[src/rtl/nco_mod_pkg.sv]
package nco_mod_pkg;

  typedef enum logic [2:0] {
    MODE_TONE  = 3'd0,
    MODE_FSK   = 3'd1,
    MODE_RFSK  = 3'd2,
    MODE_CHIRP = 3'd3,
    MODE_BPSK  = 3'd4
  } mode_e;

  localparam logic [2:0] ADDR_FTW_A  = 3'd0;
  localparam logic [2:0] ADDR_FTW_B  = 3'd1;
  localparam logic [2:0] ADDR_PH_A   = 3'd2;
  localparam logic [2:0] ADDR_PH_B   = 3'd3;
  localparam logic [2:0] ADDR_STEP   = 3'd4;
  localparam logic [2:0] ADDR_IVAL   = 3'd5;
  localparam logic [2:0] ADDR_MODE   = 3'd6;

endpackage

[src/rtl/nco_regbank.sv]
module nco_regbank
  import nco_mod_pkg::*;
#(
  parameter int ACC_W  = 48,
  parameter int PH_W   = 14,
  parameter int RATE_W = 16
) (
  input  logic              clk,
  input  logic              rst_n,
  input  logic              wr_en,
  input  logic [2:0]        wr_addr,
  input  logic [ACC_W-1:0]  wr_data,
  input  logic              upd_strobe,
  output logic [ACC_W-1:0]  act_ftw_a,
  output logic [ACC_W-1:0]  act_ftw_b,
  output logic [PH_W-1:0]   act_ph_a,
  output logic [PH_W-1:0]   act_ph_b,
  output logic [ACC_W-1:0]  act_step,
  output logic [RATE_W-1:0] act_ival,
  output mode_e             act_mode,
  output logic [ACC_W-1:0]  sh_ftw_a_o,
  output logic [RATE_W-1:0] sh_ival_o
);

  logic [ACC_W-1:0]  sh_ftw_a, sh_ftw_b, sh_step;
  logic [PH_W-1:0]   sh_ph_a, sh_ph_b;
  logic [RATE_W-1:0] sh_ival;
  mode_e             sh_mode;

  always_ff @(posedge clk) begin
    if (!rst_n) begin
      sh_ftw_a <= '0;
      sh_ftw_b <= '0;
      sh_step  <= '0;
      sh_ph_a  <= '0;
      sh_ph_b  <= '0;
      sh_ival  <= '0;
      sh_mode  <= MODE_TONE;
    end else if (wr_en) begin
      case (wr_addr)
        ADDR_FTW_A: sh_ftw_a <= wr_data;
        ADDR_FTW_B: sh_ftw_b <= wr_data;
        ADDR_PH_A:  sh_ph_a  <= wr_data[PH_W-1:0];
        ADDR_PH_B:  sh_ph_b  <= wr_data[PH_W-1:0];
        ADDR_STEP:  sh_step  <= wr_data;
        ADDR_IVAL:  sh_ival  <= wr_data[RATE_W-1:0];
        ADDR_MODE:  sh_mode  <= mode_e'(wr_data[2:0]);
        default: ;
      endcase
    end
  end

  always_ff @(posedge clk) begin
    if (!rst_n) begin
      act_ftw_a <= '0;
      act_ftw_b <= '0;
      act_step  <= '0;
      act_ph_a  <= '0;
      act_ph_b  <= '0;
      act_ival  <= '0;
      act_mode  <= MODE_TONE;
    end else if (upd_strobe) begin
      act_ftw_a <= sh_ftw_a;
      act_ftw_b <= sh_ftw_b;
      act_step  <= sh_step;
      act_ph_a  <= sh_ph_a;
      act_ph_b  <= sh_ph_b;
      act_ival  <= sh_ival;
      act_mode  <= sh_mode;
    end
  end

  assign sh_ftw_a_o = sh_ftw_a;
  assign sh_ival_o  = sh_ival;

  AST_ACTIVE_HELD: assert property (@(posedge clk) disable iff (!rst_n)
    !upd_strobe |=> ($stable(act_ftw_a) && $stable(act_mode) && $stable(act_step)))
    else $error("active settings moved without strobe");

endmodule

[src/rtl/nco_freq_ctrl.sv]
module nco_freq_ctrl
  import nco_mod_pkg::*;
#(
  parameter int ACC_W  = 48,
  parameter int RATE_W = 16
) (
  input  logic              clk,
  input  logic              rst_n,
  input  logic              upd_i,
  input  mode_e             mode_i,
  input  logic              key_q_i,
  input  logic [ACC_W-1:0]  ftw_a_i,
  input  logic [ACC_W-1:0]  ftw_b_i,
  input  logic [ACC_W-1:0]  step_i,
  input  logic [RATE_W-1:0] ival_i,
  input  logic [ACC_W-1:0]  ld_ftw_a_i,
  input  logic [RATE_W-1:0] ld_ival_i,
  output logic [ACC_W-1:0]  freq_o
);

  logic [ACC_W-1:0]  ramp_f;
  logic [RATE_W-1:0] ival_cnt;
  logic [ACC_W-1:0]  tgt, gap_up, gap_dn, rfsk_next, chirp_next;
  logic              tick_due;

  assign tick_due = (ival_cnt == '0);

  always_comb begin
    tgt        = key_q_i ? ftw_b_i : ftw_a_i;
    gap_up     = tgt - ramp_f;
    gap_dn     = ramp_f - tgt;
    chirp_next = ramp_f + step_i;
    if (ramp_f < tgt)
      rfsk_next = (gap_up <= step_i) ? tgt : ramp_f + step_i;
    else if (ramp_f > tgt)
      rfsk_next = (gap_dn <= step_i) ? tgt : ramp_f - step_i;
    else
      rfsk_next = ramp_f;
  end

  always_ff @(posedge clk) begin
    if (!rst_n) begin
      ramp_f   <= '0;
      ival_cnt <= '0;
    end else if (upd_i) begin
      ramp_f   <= ld_ftw_a_i;
      ival_cnt <= ld_ival_i;
    end else begin
      case (mode_i)
        MODE_RFSK: begin
          if (tick_due) begin
            ramp_f   <= rfsk_next;
            ival_cnt <= ival_i;
          end else begin
            ival_cnt <= ival_cnt - 1'b1;
          end
        end
        MODE_CHIRP: begin
          if (!key_q_i) begin
            if (tick_due) begin
              ramp_f   <= chirp_next;
              ival_cnt <= ival_i;
            end else begin
              ival_cnt <= ival_cnt - 1'b1;
            end
          end
        end
        default: ;
      endcase
    end
  end

  always_comb begin
    case (mode_i)
      MODE_RFSK, MODE_CHIRP: freq_o = ramp_f;
      MODE_FSK:              freq_o = key_q_i ? ftw_b_i : ftw_a_i;
      default:               freq_o = ftw_a_i;
    endcase
  end

  AST_RFSK_SETTLED: assert property (@(posedge clk) disable iff (!rst_n)
    (mode_i == MODE_RFSK && !upd_i && ramp_f == tgt) |=> ramp_f == $past(ramp_f))
    else $error("ramp left its target");

  AST_CNT_BOUND: assert property (@(posedge clk) disable iff (!rst_n)
    ival_cnt <= ival_i)
    else $error("interval counter above its reload");

  AST_HOLD_FREEZE: assert property (@(posedge clk) disable iff (!rst_n)
    (mode_i == MODE_CHIRP && key_q_i && !upd_i) |=> ($stable(ramp_f) && $stable(ival_cnt)))
    else $error("chirp moved during hold");

endmodule

[src/rtl/nco_phase_acc.sv]
module nco_phase_acc #(
  parameter int ACC_W = 48,
  parameter int PH_W  = 14
) (
  input  logic             clk,
  input  logic             rst_n,
  input  logic [ACC_W-1:0] freq_i,
  input  logic [PH_W-1:0]  offset_i,
  output logic [PH_W-1:0]  phase_o
);

  logic [ACC_W-1:0] acc;

  always_ff @(posedge clk) begin
    if (!rst_n) acc <= '0;
    else        acc <= acc + freq_i;
  end

  assign phase_o = acc[ACC_W-1 -: PH_W] + offset_i;

  AST_ZERO_FREQ_HOLDS: assert property (@(posedge clk) disable iff (!rst_n)
    ($past(rst_n) && freq_i == '0) |=> $stable(acc))
    else $error("accumulator drifted at zero frequency");

endmodule

[src/rtl/nco_mod_ctrl.sv]
module nco_mod_ctrl
  import nco_mod_pkg::*;
#(
  parameter int ACC_W  = 48,
  parameter int PH_W   = 14,
  parameter int RATE_W = 16
) (
  input  logic              clk,
  input  logic              rst_n,
  input  logic              wr_en,
  input  logic [2:0]        wr_addr,
  input  logic [ACC_W-1:0]  wr_data,
  input  logic              upd_strobe,
  input  logic              key_pin,
  output logic [PH_W-1:0]   phase_word,
  output logic [ACC_W-1:0]  freq_word
);

  logic [ACC_W-1:0]  ftw_a, ftw_b, step, ld_ftw_a;
  logic [PH_W-1:0]   ph_a, ph_b, offset;
  logic [RATE_W-1:0] ival, ld_ival;
  mode_e             mode;
  logic              key_q;

  always_ff @(posedge clk) begin
    if (!rst_n) key_q <= 1'b0;
    else        key_q <= key_pin;
  end

  nco_regbank #(.ACC_W(ACC_W), .PH_W(PH_W), .RATE_W(RATE_W)) u_regs (
    .clk(clk), .rst_n(rst_n), .wr_en(wr_en), .wr_addr(wr_addr),
    .wr_data(wr_data), .upd_strobe(upd_strobe),
    .act_ftw_a(ftw_a), .act_ftw_b(ftw_b), .act_ph_a(ph_a), .act_ph_b(ph_b),
    .act_step(step), .act_ival(ival), .act_mode(mode),
    .sh_ftw_a_o(ld_ftw_a), .sh_ival_o(ld_ival)
  );

  nco_freq_ctrl #(.ACC_W(ACC_W), .RATE_W(RATE_W)) u_freq (
    .clk(clk), .rst_n(rst_n), .upd_i(upd_strobe), .mode_i(mode),
    .key_q_i(key_q), .ftw_a_i(ftw_a), .ftw_b_i(ftw_b), .step_i(step),
    .ival_i(ival), .ld_ftw_a_i(ld_ftw_a), .ld_ival_i(ld_ival),
    .freq_o(freq_word)
  );

  assign offset = (mode == MODE_BPSK && key_q) ? ph_b : ph_a;

  nco_phase_acc #(.ACC_W(ACC_W), .PH_W(PH_W)) u_acc (
    .clk(clk), .rst_n(rst_n), .freq_i(freq_word), .offset_i(offset),
    .phase_o(phase_word)
  );

  AST_TONE_STEADY: assert property (@(posedge clk) disable iff (!rst_n)
    (mode == MODE_TONE && !upd_strobe) |=> $stable(freq_word))
    else $error("single tone frequency moved");

  AST_BPSK_FREQ: assert property (@(posedge clk) disable iff (!rst_n)
    (mode == MODE_BPSK) |-> freq_word == ftw_a)
    else $error("BPSK frequency not word A");

endmodule

[config.mk]
export PLATFORM = sky130hd
export DESIGN_NAME = nco_mod_ctrl
export DESIGN_NICKNAME = d
export VERILOG_FILES = /design/src/rtl/nco_mod_pkg.sv /design/src/rtl/nco_regbank.sv /design/src/rtl/nco_freq_ctrl.sv /design/src/rtl/nco_phase_acc.sv /design/src/rtl/nco_mod_ctrl.sv
export SDC_FILE = /design/constraint.sdc
export NUM_CORES = 2
export LEC_CHECK = 0
export ABC_AREA = 1
export ABC_CLOCK_PERIOD_IN_PS = 7060
export BUFFER_PORTS_ARGS = -buffer_cell sky130_fd_sc_hd__buf_2
export CAP_MARGIN = 20
export CORE_AREA = 2 2 294 296
export CTS_CLUSTER_SIZE = 28
export DETAILED_ROUTE_END_ITERATION = 10
export DIE_AREA = 0 0 296 298
export GPL_TIMING_DRIVEN = 0
export PLACE_DENSITY = 0.66
export SETUP_SLACK_MARGIN = 0.2
export SKIP_LAST_GASP = 1
export SYNTH_ARGS = -nofsm -noshare
export SYNTH_HDL_FRONTEND = slang
export SYNTH_HIERARCHICAL = 1
export SYNTH_SLANG_ARGS = --single-unit
export TNS_END_PERCENT = 20
[constraint.sdc]
create_clock -name clk -period 7.06 [get_ports clk]
set_input_delay 0.706 -clock clk [delete_from_list [all_inputs] [get_ports clk]]
set_output_delay 0.706 -clock clk [all_outputs]
set_load 0.05 [all_outputs]
==> results.py <==
metrics = {
    "timing": {
        "tightest_slew_ns": 1.167,
        "max_slew_margin_pct": 22.23,
        "fin_crit_sh_pct": 94.99,
        "fin_setup_tns_ns": 0,
        "final_max_slew_viol_count": 0,
        "rsz0062_at_grt": "false",
        "fmax_mhz": 149.1,
        "clock_skew_ns": 0.03354,
        "fin_ws_ns": 0.3540,
        "final_hold_viol_count": 0,
        "period_needed_ns": 6.706,
        "setup_viol": 0,
    },
    "yosys": {
        "yosysUniqueCellTypes": 63,
        "syn_nets": 7423,
        "synth-main-ff-cell": "dfxtp_1",
        "synth.most_common_cell": "nand2_1",
        "ys_seq_elements": 495,
        "syn_area_um2": 42310,
        "yosys_warnings": 6,
        "yosys.area.top_type": "dfxtp_1",
        "synthArstFlopShare_pct": 0,
        "synth_cells": 7013,
        "synth-edff-count": 0,
        "syn_avg_cell_area_um2": 6.033,
        "seq_area_frac_synth_pct": 23.42,
        "synthTopCellsByCount": "1553 x nand2_1, 1235 x nor2_1, 949 x inv_1",
        "synthTopCellsByArea": "dfxtp_1 23%, nand2_1 14%, nor2_1 11%",
        "synth_top_area_share_pct": 23.42,
    },
    "detailed_routing": {
        "totalWireLength_um": 208200,
        "vias": 48100,
        "drtPass1Iterations": 7,
        "via_per_inst": 5.738,
        "drcViolationCount": 0,
        "wl_per_cell_um": 24.83,
        "ant_nets": 0,
        "drt_iter0_drc": 6513,
    },
    "min_path": {
        "worstHoldPathType": "primary input to flop",
    },
    "critical_path": {
        "worst_ep_required_time_ns": 7.52,
        "critical-path-slowest-cell": "dfxtp_2",
        "startpoint_type": "flop",
        "path_common_cell": "nand2_1",
        "crit_type": "flop to flop",
        "crit_path_max_incr_delay_ns": 0.40,
        "critical_path_arrival_ns": 7.16,
        "crit_path_end_kind": "flop",
        "crit_path_max_fanout": 10,
    },
    "clocking": {
        "cts.clk_slew.worst_paths_ns": 0.07,
        "max-clock-path-buffers": 3,
        "cts_root_buf": "clkbuf_16",
        "clk_latency_ns": 0.60,
        "cts.sinks": 495,
        "cts_buffers": 48,
        "htree_levels": 2,
        "cts_tree": "yes",
    },
    "layout": {
        "drive_gt1_share_pct": 8.793,
        "design_area_um2": 46350,
        "multiInputGateArea_um2": 27430,
        "fill_cells": 9163,
        "regArea_um2": 9911,
        "syn2layout_area_growth_pct": 9.537,
        "final_cells": 8382,
        "fin_nets": 7606,
    },
    "place": {
        "numPlacedInstances": 8284,
        "dp_slack_ns": -0.6753,
        "finalWeightedCongestion": 1.112,
        "numPortBuffers": 117,
        "dpl_cell_area_um2": 44400,
        "dp_hpwl_um": 174000,
    },
    "die": {
        "dieWidth_um": 296,
        "core_um2": 84880,
        "rows": 107,
        "io-pin-count": 118,
        "initial_core_util_pct": 49.85,
        "die_y_um": 298,
        "dieArea_um2": 88210,
    },
    "power_and_ir_drop": {
        "leakagePower_uw": 0.02290,
        "totalPowerFinal_uw": 13550,
        "peakVddDrop_v": 0.0002236,
        "p_per_area_nw_per_um2": 292.3,
    },
    "grt": {
        "grt_use_met3_pct": 11.03,
        "grt_pass1_wl_um": 295100,
        "antenna_found_initial": 6,
        "grt_busiest_layer": "met2",
        "first_global_vias": 44005,
        "met1_usage_pct": 58.83,
        "grt_use_met2_pct": 67.14,
        "grt_max_degree": 16,
        "track_usage_pct": 46.06,
        "globalRouteOverflowTotal": 0,
    },
    "status": {
        "status": "completed",
    },
    "flow_run": {
        "max-cap-violations": 0,
    },
}
-- repair_timing --
item | CTS | global route
gates resized for setup | 36 | 58
hold buffers | 0 | 0
setup endpoints to repair | 48 | 48
pin swaps | 0 | 2
setup buffers | 0 | 5
gates cloned | 0 | 0
-- cells by family after synthesis --
group,synth area share [%]
XOR/XNOR,3.726
adder cells (fa/ha/maj),10.57
flip-flops,23.42
AO/OA/AOI/OAI,15.86
buffers and inverters,12.17
AND/OR/NAND/NOR,34.25
-- per-stage QoR --
step	hold slack (ns)	utilization [%]
after floorplan	0.4453	-
after global placement	0.4552	52.22
after detailed placement	0.4602	52.30
after CTS	0.3084	54.39
after global routing	0.3575	54.59
final	0.3280	54.60
-- worst max-delay path, delay by kind of cell (launching register included) --
family / cells / cell delay (ns)
AOI/OAI and AO/OA: 8 / 1.62
xor gates and xnor gates: 1 / 0.14
adders and majority gates: 2 / 0.64
buffers and inverters: 7 / 1.19
DFF: 1 / 0.40
and+or+nand+nor: 15 / 2.58
-- area by class of cell --
class                      count  share of cell area (%)
antenna                        5                 0.02700
sequential                   495                   21.38
buffer                       302                   3.256
clock buffer                  63                   2.886
multi-input combinational   5244                   59.18
inverter                     972                   7.880
timing repair buffer         133                   1.506
clock inverter                24                  0.7910
tap                         1144                   3.088
-- sequential cells by signal, summed over array words and instances (netlist names), 3 cells and up --
signal and flops:
u_regs/act_ftw_a 48, u_regs/act_ival 16, u_regs/act_ph_a 14, u_regs/sh_ftw_a_o 48, u_regs/sh_step 48, u_regs/sh_ph_a 14, u_regs/act_mode 3, u_regs/sh_ph_b 14
u_regs/act_step 48, u_regs/sh_ftw_b 48, u_freq/ival_cnt 16, u_regs/sh_mode 3, u_acc/acc 48, u_regs/act_ph_b 14, u_regs/sh_ival_o 16, u_regs/act_ftw_b 48
u_freq/ramp_f 48
-- cell usage in the layout, fill, tap and decap left out, types with 18 or more instances in the layout --
cell type | synthesis | routed
or2_2 | 52 | 52
nor2_2 | 43 | 46
nand4_1 | 25 | 25
buf_4 | 22 | 35
nand2_2 | 39 | 38
o21ai_0 | 457 | 437
o21ai_2 | 8 | 22
xnor2_1 | 55 | 55
buf_2 | 93 | 212
clkbuf_16 | 0 | 48
o211ai_1 | 30 | 30
a21oi_1 | 507 | 499
o21ai_1 | 37 | 43
xor2_1 | 125 | 125
nor2_1 | 1235 | 1231
o221ai_1 | 49 | 49
inv_1 | 949 | 929
dfxtp_1 | 495 | 494
nor3_1 | 37 | 34
inv_2 | 20 | 40
o21bai_1 | 21 | 20
nand3_1 | 454 | 453
ha_1 | 348 | 345
o21a_1 | 31 | 31
buf_6 | 18 | 18
nand2_1 | 1553 | 1552
clkbuf_1 | 143 | 145
-- final timing paths --
check | startpoint | to | slack, ns | cells after the start
setup / recovery | key_q | u_freq/ramp_f[44] | 0.35 | 33
hold / removal | key_pin | key_q | 0.33 | 3
setup reg to reg | key_q | u_freq/ramp_f[44] | 0.35 | 33
hold reg to reg | u_freq/ival_cnt[0] | u_freq/ival_cnt[0] | 0.47 | 2
-- where the power goes --
group	leakage [uW]	internal, uW	switching [uW]
Sequential	0.00406	2990	381
Combinational	0.0180	2210	5160
Clock	0.000820	1610	1200
Total	0.0229	6810	6740
-- metal layers --
metal	wire length [um]	vias up
li1	-	22626
met1	81580	22164
met2	83930	2696
met3	23680	606
met4	18900	8
met5	65	-
Note: power is estimated with default switching activity, not from simulation.
